[src/rtl/psave_pkg.sv]
package psave_pkg;

  localparam int MODE_W = 2;

  typedef enum logic [MODE_W-1:0] {
    PS_NORMAL = 2'b00,
    PS_SLEEP  = 2'b01,
    PS_RSVD   = 2'b10,
    PS_STOP   = 2'b11
  } psMode_e;

  // strobes from the control FSM to the gating datapath
  typedef struct packed {
    logic inNormal;
    logic inSleep;
    logic inStop;
  } psStrobe_t;

endpackage

[src/rtl/psave_ctrl.sv]
module psave_ctrl
  import psave_pkg::*;
(
  input  logic              clk,
  input  logic              rstN,
  input  logic              cpuWrEn,
  input  logic              cpuWrIsMode,
  input  logic [MODE_W-1:0] cpuWrData,
  input  logic              wakeEdge,
  output psMode_e           modeQ,
  output psStrobe_t         strb
);

  psMode_e modeD;
  logic    modeWr;
  psMode_e reqMode;

  assign modeWr  = cpuWrEn && cpuWrIsMode;
  assign reqMode = psMode_e'(cpuWrData);

  always_comb begin
    modeD = modeQ;
    unique case (modeQ)
      PS_NORMAL: begin
        if (modeWr && reqMode == PS_SLEEP) modeD = PS_SLEEP;
      end
      PS_SLEEP: begin
        // bus activity has priority over any pending CPU request
        if (wakeEdge)                              modeD = PS_NORMAL;
        else if (modeWr && reqMode == PS_STOP)     modeD = PS_STOP;
        else if (modeWr && reqMode == PS_NORMAL)   modeD = PS_NORMAL;
      end
      PS_STOP: begin
        if (modeWr && reqMode == PS_SLEEP) modeD = PS_SLEEP;
      end
      default: modeD = PS_NORMAL;
    endcase
  end

  always_ff @(posedge clk or negedge rstN) begin
    if (!rstN) modeQ <= PS_NORMAL;
    else       modeQ <= modeD;
  end

  assign strb.inNormal = (modeQ == PS_NORMAL);
  assign strb.inSleep  = (modeQ == PS_SLEEP);
  assign strb.inStop   = (modeQ == PS_STOP);

endmodule

[src/rtl/psave_dpath.sv]
module psave_dpath
  import psave_pkg::*;
#(
  parameter int  SYNC_STAGES = 2,
  parameter logic RX_IDLE    = 1'b1
) (
  input  logic      clk,
  input  logic      rstN,
  input  logic      canRx,
  input  psStrobe_t strb,
  input  logic      txReq,
  input  logic      cpuWrEn,
  input  logic      cpuWrIsMode,
  input  logic      cpuRdEn,
  input  logic      cpuRdIsPtr,
  input  logic      bufAccReq,
  input  logic      initReq,
  output logic      wakeEdge,
  output logic      coreClkEn,
  output logic      txGo,
  output logic      regWrAccept,
  output logic      regRdAccept,
  output logic      bufAccGrant,
  output logic      initAccept
);

  localparam int LAST = SYNC_STAGES - 1;

  logic [SYNC_STAGES-1:0] syncQ;
  logic                   rxPrev;

  for (genvar i = 0; i < SYNC_STAGES; i++) begin : gSync
    if (i == 0) begin : gFirst
      always_ff @(posedge clk or negedge rstN) begin
        if (!rstN) syncQ[i] <= RX_IDLE;
        else       syncQ[i] <= canRx;
      end
    end else begin : gNext
      always_ff @(posedge clk or negedge rstN) begin
        if (!rstN) syncQ[i] <= RX_IDLE;
        else       syncQ[i] <= syncQ[i-1];
      end
    end
  end

  // the edge detector keeps running in every mode, so an edge seen in
  // stop is consumed there and cannot wake the block later
  always_ff @(posedge clk or negedge rstN) begin
    if (!rstN) rxPrev <= RX_IDLE;
    else       rxPrev <= syncQ[LAST];
  end

  assign wakeEdge    = syncQ[LAST] ^ rxPrev;

  assign coreClkEn   = !strb.inStop;
  assign txGo        = txReq && strb.inNormal;
  assign regWrAccept = cpuWrEn && !cpuWrIsMode && !strb.inStop;
  assign regRdAccept = cpuRdEn && !(cpuRdIsPtr && strb.inStop);
  assign bufAccGrant = bufAccReq && !strb.inStop;
  assign initAccept  = initReq && strb.inNormal;

endmodule

[src/rtl/can_psave_ctrl.sv]
module can_psave_ctrl
  import psave_pkg::*;
#(
  parameter int SYNC_STAGES = 2
) (
  input  logic       clk,
  input  logic       rstN,
  input  logic       cpuWrEn,
  input  logic       cpuWrIsMode,
  input  logic [1:0] cpuWrData,
  input  logic       cpuRdEn,
  input  logic       cpuRdIsPtr,
  input  logic       bufAccReq,
  input  logic       txReq,
  input  logic       initReq,
  input  logic       canRx,
  output logic [1:0] curMode,
  output logic       coreClkEn,
  output logic       txGo,
  output logic       regWrAccept,
  output logic       regRdAccept,
  output logic       bufAccGrant,
  output logic       initAccept
);

  psMode_e   modeQ;
  psStrobe_t strb;
  logic      wakeEdge;

  psave_ctrl uCtrl (
    .clk         (clk),
    .rstN        (rstN),
    .cpuWrEn     (cpuWrEn),
    .cpuWrIsMode (cpuWrIsMode),
    .cpuWrData   (cpuWrData),
    .wakeEdge    (wakeEdge),
    .modeQ       (modeQ),
    .strb        (strb)
  );

  psave_dpath #(.SYNC_STAGES(SYNC_STAGES)) uDpath (
    .clk         (clk),
    .rstN        (rstN),
    .canRx       (canRx),
    .strb        (strb),
    .txReq       (txReq),
    .cpuWrEn     (cpuWrEn),
    .cpuWrIsMode (cpuWrIsMode),
    .cpuRdEn     (cpuRdEn),
    .cpuRdIsPtr  (cpuRdIsPtr),
    .bufAccReq   (bufAccReq),
    .initReq     (initReq),
    .wakeEdge    (wakeEdge),
    .coreClkEn   (coreClkEn),
    .txGo        (txGo),
    .regWrAccept (regWrAccept),
    .regRdAccept (regRdAccept),
    .bufAccGrant (bufAccGrant),
    .initAccept  (initAccept)
  );

  assign curMode = modeQ;

endmodule

[config.mk]
export PLATFORM = sky130hd
export DESIGN_NAME = can_psave_ctrl
export DESIGN_NICKNAME = d
export VERILOG_FILES = /design/src/rtl/psave_pkg.sv /design/src/rtl/psave_ctrl.sv /design/src/rtl/psave_dpath.sv /design/src/rtl/can_psave_ctrl.sv
export SDC_FILE = /design/constraint.sdc
export NUM_CORES = 1
export LEC_CHECK = 0
export CORE_AREA = 4 4 41 43
export DETAILED_ROUTE_END_ITERATION = 16
export DIE_AREA = 0 0 45 47
export PLACE_DENSITY = 0.64
export SLEW_MARGIN = 20
export SYNTH_ARGS = -nofsm -noshare
export SYNTH_HDL_FRONTEND = slang
export SYNTH_SLANG_ARGS = --single-unit
[constraint.sdc]
create_clock -name clk -period 1.47 [get_ports clk]
set_input_delay 0.294 -clock clk [delete_from_list [all_inputs] [get_ports clk]]
set_output_delay 0.294 -clock clk [all_outputs]
set_load 0.005 [all_outputs]
**Word level (Yosys, flattened, before mapping)**

Index checks and enable logic that the tools add are counted.

- Register bits after elaboration: 5
- Output and inout port bits: 8
- Logic and storage cells: 34

- Equality and inequality tests: 6
- Multiplexer cells: 5
- Bitwise operators: 1
- Reduce and logical (&&, ||, !) cells: 18

Operators with widths:

| cell | count |
|---|---|
| 1-bit logical AND | 11 |
| 2-bit two-way mux | 4 |
| 2-bit by 1-bit == test with 1-bit output, second input constant | 2 |
| 2-bit == test, second input constant | 2 |
| 2-bit zero test | 2 |
| 4-bit by 1-bit != test with 1-bit output, second input constant | 1 |
| 2-bit one-hot mux with 2 select lines | 1 |
| 1-bit zero test | 3 |
| 2-bit by 1-bit != test with 1-bit output, second input constant | 1 |
| 2-bit AND reduction | 1 |
| 2-bit OR reduction | 1 |
| 1-bit XOR | 1 |

**Longest topological paths before layout**

Gate-level depths: netlist of the first run.

- Depth after elaboration: 6
- Gate-level depth with buffers: 5

**By module**

From an unflattened synthesis of the first run, not the netlist that was laid out.

- Cells, all modules: 32
- Area total of the unflattened synthesis: 351.6 um^2

By module, submodules not included:

| module | times used | cells each | area an instance (um^2) | sequential area each (um^2) |
|---|---|---|---|---|
| psave_ctrl | 1 | 22 | 221.5 | 50.0 |
| psave_dpath | 1 | 10 | 130.1 | 78.8 |

**Least setup slack after synthesis of the first run**

No wires, ideal clock.

- Path kind: reg-to-reg
- Start: reg uCtrl.modeQ[0]
- End: reg uCtrl.modeQ[0]
- Setup time: 0.071 ns
- Arrival: 1.535 ns
- Required time: 1.399 ns
- Path slack: -0.136 ns
- Stages on the path, launching flop included: 6
- Path buffers: 0
- Period minus slack after synthesis: 1.606 ns
- Path through: dfrtp_1 -> inv_1 -> ha_1 -> or4_1 -> o311a_1 -> nor2_1

- Word-level cells in the longest chain between the ends: 4
- Elaborated cells on any way between the ends: 8
- Those cells by class: eq/ne: 4; mux: 1; reduce/logical: 3

RTL lines:

| what | RTL line | source |
|---|---|---|
| from (decl) | psave_ctrl.sv:10 | `output psMode_e modeQ,` |
| from (signal assigned) | psave_ctrl.sv:42 | `else modeQ <= modeD;` |
| 2-bit == test / 2-bit zero test (equally long branches) | psave_ctrl.sv:23 | `unique case (modeQ)` |
| 2-bit OR reduction (no source line) | -- |  |
| 2-bit by 1-bit != test with 1-bit output (no source line) | -- |  |
| 2-bit AND reduction (no source line) | -- |  |

Parallel ways exist; a longest one is shown, timed or not.
A chain may end at the register's enable or synchronous reset.

**Worst setup path in the final report of the first run**

- Start: reg uCtrl.modeQ[1]
- End: reg uCtrl.modeQ[0]

Same word-level chain as after synthesis.

==> out/qor.yml, run 1 <==
outcome:
  status: "finished with violations"
  violations: "setup timing"
power_and_ir_drop:
  pwr-share-comb_pct: 53.3
  clkPwrFrac_pct: 22.0
  swShare_pct: 31.3
  peakVddDrop_mv: 0.502
  power_density_nw_per_um2: 1050
  power.leakage_nw: 0.294
  p_sw_uw: 225
  seqPwrFrac_pct: 24.7
  intPower_uw: 495
final_layout:
  diodes: 0
  fill_cells: 139
  fin_cells: 79
  area_growth_pct: 113
  nets: 81
  drive_above_1_share_pct: 54.7
  final_area_um2: 684
sta:
  rsz0062_at_grt: "yes"
  post-route-period-util_pct: 109
  setup_slack_ns: -0.131
  hold_viol_final: 0
  skew_ns: 0.00543
  relSlewSlack_pct: 86.5
  drv_slew: 0
  setup_viol: 5
  fmax_mhz: 624
  min_period_ns: 1.60
  worst_pin_slew_ns: 0.202
  holdWs_ns: 0.258
worst_setup_path:
  crit_type: "flip-flop to flip-flop"
  cp-start-kind: "flip-flop"
  required_ns: 1.65
  worstReg2RegStart: "uCtrl.modeQ[1]"
  endpoint_kind: "flip-flop"
  critPathMaxFanout: 3
  worstPathArrival_ns: 1.78
  worstSetupStartpoint: "uCtrl.modeQ[1]"
floorplan:
  die-area_um2: 2120
  die_y_um: 47
  core.rowCount: 13
  die_w_um: 45
  initial_core_util_pct: 24.7
  core_area_um2: 1300
  boundaryPins: 20
synth:
  synth_area_um2: 322
  netlist_top_cells_count: "4 x ha_1, 3 x dfstp_2, 3 x inv_1"
  yosysMostFrequentCell: "ha_1"
  async_reset_ff_share_pct: 100
  seq_area_frac_synth_pct: 40.1
  syn-num-nets: 47
  synth-edff-count: 0
  synth_seq_cells: 5
  ys.flop_type: "dfstp_2"
  syn-mean-instance-area_um2: 10.4
  syn_inst: 31
  yosysTopAreaCell: "dfstp_2"
  yosys_warnings: 0
  synth_area_leaders: "dfstp_2 25%, dfrtp_1 16%, ha_1 16%"
  ys_types: 19
  yosys.area.top_type_share_pct: 24.5
global_route:
  grt_pass1_wl_um: 1560
  grt_pass1_vias: 376
  gr-total-overflow: 0
  grt.total_usage_pct: 10.6
  grt_start_max_net_pins: 6
  antenna_found_initial: 0
clock_network:
  htreeDepth: 1
  path_clk_slew_ns: 0.04
  cts_buffers: 3
  cts_buffer_depth: 2
  insertion_delay_ns: 0.24
  cts_tree: "done"
  clkSinkCount: 5
  cts-root-buf: "clkbuf_4"
placed_design:
  place_area_um2: 588
  io_buffers: 19
  place.gp.congestion: 0.797
  place_hpwl_um: 657
  dp_cells: 71
detailed_routing:
  drt_iter0_markers: 2
  vias_per_cell: 4.49
  drc: 0
  dr.pass1.iters: 4
  drt-total-wl_um: 841
  vias: 355
  wire_per_inst_um: 10.6
  ant_nets: 0
run:
  maxCapViolations: 0
worst_hold_path:
  min_path_type: "input port to asynchronous set/reset pin"
[what timing repair did]
item / 4_1_cts / 5_1_grt
setup endpoints to repair: 10 / 9
hold buffers: 0 / 0
buffers inserted: 4 / 0
pin swaps: 5 / 5
gates resized for setup: 39 / 8
cloned: 0 / 0
[cells in the final DEF, fill, tap and decap left out, types with 2 or more instances in the layout]
cell type and n:
buf_6 6, dfstp_2 3, dfrtp_1 2, ha_4 3, and2_4 2, buf_4 6, clkdlybuf4s50_1 11, nor2_1 2
clkbuf_4 3, xnor2_1 2, buf_2 4
[flip-flops by register name (all words and copies together) (netlist names)]
| signal | count |
|---|---|
| uCtrl.modeQ | 2 |
| uDpath.syncQ | 2 |
| uDpath.rxPrev | 1 |
[layout make-up]
class	count	area (um2)	share of cell area [%]
flip-flops and latches	5	129	18.8
clock buffers	4	26.3	3.84
multi-input cells	23	235	34.4
inverters	3	18.8	2.74
well taps	15	18.8	2.74
repair buffers	29	256	37.5
[cell families after synthesis]
logic type | synth area share, %
simple gates | 23.3
compound gates | 12.1
flops | 40.1
fa+ha+maj | 15.6
buf+inv | 3.50
xor+xnor | 5.45
[per-stage QoR]
stage	TNS [ns]	setup slack, ns	utilization, %	total power [mW]
floorplan	-0.00122	-0.00122	-	0.306
global placement	-1.40	-0.280	45.2	0.471
detailed placement	-1.56	-0.323	45.2	0.477
CTS	-0.289	-0.150	50.9	0.697
global route	-0.525	-0.167	52.6	0.791
finish	-0.193	-0.131	52.6	0.720
[power by group through the flow]
stage                     clock (mW)  combinational, mW  sequential (mW)
after floorplan                    0              0.124            0.182
after global placement             0              0.302            0.170
after detailed placement           0              0.307            0.170
after CTS                      0.165              0.356            0.177
after global routing           0.186              0.425            0.180
final                          0.159              0.384            0.178
[worst max-delay path: stages (launching register included)]
cell,delay [ns]
dfrtp_1,0.41
buf_6,0.15
buf_6,0.11
ha_4,0.14
or4_1,0.51
o311a_1,0.14
nor2_1,0.08
[per-layer routing]
| layer | track usage, % | share of wire (%) | up-vias |
|---|---|---|---|
| met4 | 5.26 | 1.2 | 0 |
| met1 | 11.5 | 41 | 164 |
| met3 | 4.60 | 7.3 | 2 |
| met2 | 17.8 | 51 | 13 |
| met5 | 0 | 0 | - |
| li1 | - | - | 176 |
[final timing paths]
path	to	slack [ns]	cells after the start
setup / recovery	uCtrl.modeQ[0]	-0.13	6
hold / removal	uCtrl.modeQ[0]	0.26	1
setup reg to reg	uCtrl.modeQ[0]	-0.13	6
hold reg to reg	uDpath.syncQ[1]	0.35	0
max in group asynchronous	uDpath.syncQ[0]	0.96	1
min in group clk	uDpath.syncQ[1]	0.35	0
Power figures use the tool's default switching activity.
==> run 2, diff against run 1 <==
CORE_AREA = default   (was 4 4 41 43)
CORE_MARGIN = 4   (was default)
CORE_UTILIZATION = 25   (was default)
DIE_AREA = default   (was 0 0 45 47)
SYNTH_HIERARCHICAL = 1   (was default)
==> run 2 against run 1 <==
  * The flow still finishes with violations (setup timing)
  * Power down 1.2%
  * Sequential cell count unchanged
  * Worst setup slack better by 0.073 ns
  * Non-clock buffer count increased by 1
  * Maximum frequency up 4.7%
  * Combinational power is 1% higher
  * Highest routed layer is now met3
==> out/qor.yml, run 2 <==
synth:
  syn-mean-instance-area_um2: 11.0
  synth_area_leaders: "dfstp_2 22%, dfrtp_1 14%, ha_1 14%"
  yosys_warnings: 6
  syn-num-nets: 48
  syn_inst: 32
  synth_seq_cells: 5
  yosys.area.top_type_share_pct: 22.4
  seq_area_frac_synth_pct: 36.7
  async_reset_ff_share_pct: 100
  synth-edff-count: 0
  ys_types: 19
  netlist_top_cells_count: "4 x ha_1, 4 x inv_1, 3 x dfstp_2"
  yosysTopAreaCell: "dfstp_2"
  ys.flop_type: "dfstp_2"
  synth_area_um2: 352
final_layout:
  final_cell_mix: "11 x clkdlybuf4s50_1, 9 x buf_6, 4 x buf_4"
  largestRegisters: "uCtrl/modeQ x2, uDpath/syncQ x2, uDpath/rxPrev x1"
  area_growth_pct: 106
  diodes: 0
  final_common_cell: "clkdlybuf4s50_1"
  nets: 83
  drive_above_1_share_pct: 56.1
global_route:
  grt_pass1_vias: 317
  grt_start_max_net_pins: 6
  gr-total-overflow: 0
  grt_pass1_wl_um: 1310
  antenna_found_initial: 0
  grt.total_usage_pct: 9.00
detailed_routing:
  vias: 356
  drt-total-wl_um: 926
  vias_per_cell: 4.40
  ant_nets: 0
  drt_iter0_markers: 5
  wire_per_inst_um: 11.4
  dr.pass1.iters: 4
  drc: 0
sta:
  relSlewSlack_pct: 86.0
  setup_slack_ns: -0.0588
  holdWs_ns: 0.274
  post-route-period-util_pct: 104
  drv_slew: 0
  fmax_mhz: 654
  worst_pin_slew_ns: 0.210
  hold_viol_final: 0
  setup_viol: 5
  skew_ns: 0.000720
  rsz0062_at_grt: "yes"
  min_period_ns: 1.53
  setup_tns_ns: -0.227
clock_network:
  htreeDepth: 1
  path_clk_slew_ns: 0.04
  cts-root-buf: "clkbuf_4"
  cts_buffer_depth: 2
  clkSinkCount: 5
  cts_hold_buf: 0
  insertion_delay_ns: 0.23
  cts_tree: "done"
  cts_buffers: 3
worst_setup_path:
  required_ns: 1.18
  path_common_cell: "buf_6"
  path_delay_family: "flip-flops"
  slowest_stage: "dfrtp_1"
  cp-start-kind: "flip-flop"
  path_buf_inv: 4
  worstPathArrival_ns: 1.23
  crit_type: "flip-flop to output port"
  cpPeakStageDelay_ns: 0.39
  critPathMaxFanout: 2
  endpoint_kind: "output port"
  crit_chain: "buf_6 -> buf_6 -> inv_4 -> ha_4 -> and2_4 -> buf_6"
floorplan:
  core.rowCount: 13
  initial_core_util_pct: 26.7
  core_area_um2: 1320
  boundaryPins: 20
  die_w_um: 45.5
  die_y_um: 45.5
  die-area_um2: 2070
outcome:
  violations: "setup timing"
  status: "finished with violations"
placed_design:
  place_hpwl_um: 651
  io_buffers: 19
  dp_worst_setup_slack_ns: -0.258
  place.gp.congestion: 0.689
power_and_ir_drop:
  clkPwrFrac_pct: 21.5
  swShare_pct: 29.1
  pwr-share-comb_pct: 54.7
  peakVddDrop_mv: 0.573
  power_density_nw_per_um2: 981
  power.leakage_nw: 0.335
  seqPwrFrac_pct: 23.8
  p_sw_uw: 207
  intPower_uw: 504
worst_hold_path:
  min_path_type: "input port to asynchronous set/reset pin"
run:
  maxCapViolations: 0
## run 2: cell families after synthesis
kind of cell / count (synthesis) / share of synthesized area, %
buffers and inverters: 4 / 4.27
AOI/OAI and AO/OA: 6 / 12.8
DFF: 5 / 36.7
adders and majority gates: 4 / 14.2
and+or+nand+nor: 11 / 27.0
xor gates and xnor gates: 2 / 4.98
## run 2: worst reg2reg max path: cells and delay by family, from the launching register on
kind	cells	cell delay, ns
buf+inv	2	0.25
fa+ha+maj	1	0.14
compound gates	2	0.23
flops	1	0.39
simple gates	2	0.39
## run 2: power groups by stage
stage | Clock, mW | Combinational (mW) | Sequential, mW
CTS | 0.162 | 0.284 | 0.167
finish | 0.153 | 0.389 | 0.169
detailed placement | 0 | 0.267 | 0.172
global placement | 0 | 0.264 | 0.170
floorplan | 0 | 0.106 | 0.178
global route | 0.164 | 0.432 | 0.170
## run 2: final cells by class
cell class,instances,area (um2)
fill,124,593
timing repair buffer,30,283
multi-input combinational,23,248
sequential,5,129
clock buffer,4,26.3
inverter,4,20.0
tap,15,18.8
## run 2: final timing paths
kind | end | depth (start not counted) | slack [ns] | start
min reg2reg | uDpath/syncQ[1] | 0 | 0.36 | uDpath/syncQ[0]
max reg2reg | uCtrl/modeQ[0] | 7 | -0.01 | uCtrl/modeQ[0]
min | uCtrl/modeQ[0] | 1 | 0.27 | rstN
min in group clk | uDpath/syncQ[1] | 0 | 0.36 | uDpath/syncQ[0]
max in group asynchronous | uDpath/rxPrev | 1 | 0.95 | rstN
max | txGo | 6 | -0.06 | uCtrl/modeQ[0]
## run 2: through the flow
step | area [um2] | instances | utilization (%) | total power [mW]
after floorplan | 352 | 32 | - | 0.284
after global placement | 598 | 71 | 45.4 | 0.434
after detailed placement | 598 | 71 | 45.4 | 0.439
after CTS | 651 | 79 | 49.4 | 0.614
after global routing | 724 | 81 | 55.0 | 0.766
final | 724 | 81 | 55.0 | 0.711
## run 2: timing repair
item / CTS / global route
setup endpoints to repair: 7 / 7
setup buffers: 4 / 2
resized for setup: 27 / 18
pin swaps: 2 / 4
## run 2: routing by layer
metal | track usage [%] | vias up | part of all wire [%]
li1 | - | 176 | -
met3 | 1.98 | 0 | 5.6
met1 | 10.8 | 172 | 37
met5 | 0 | - | 0
met4 | 7.02 | 0 | 0
met2 | 13.6 | 8 | 57
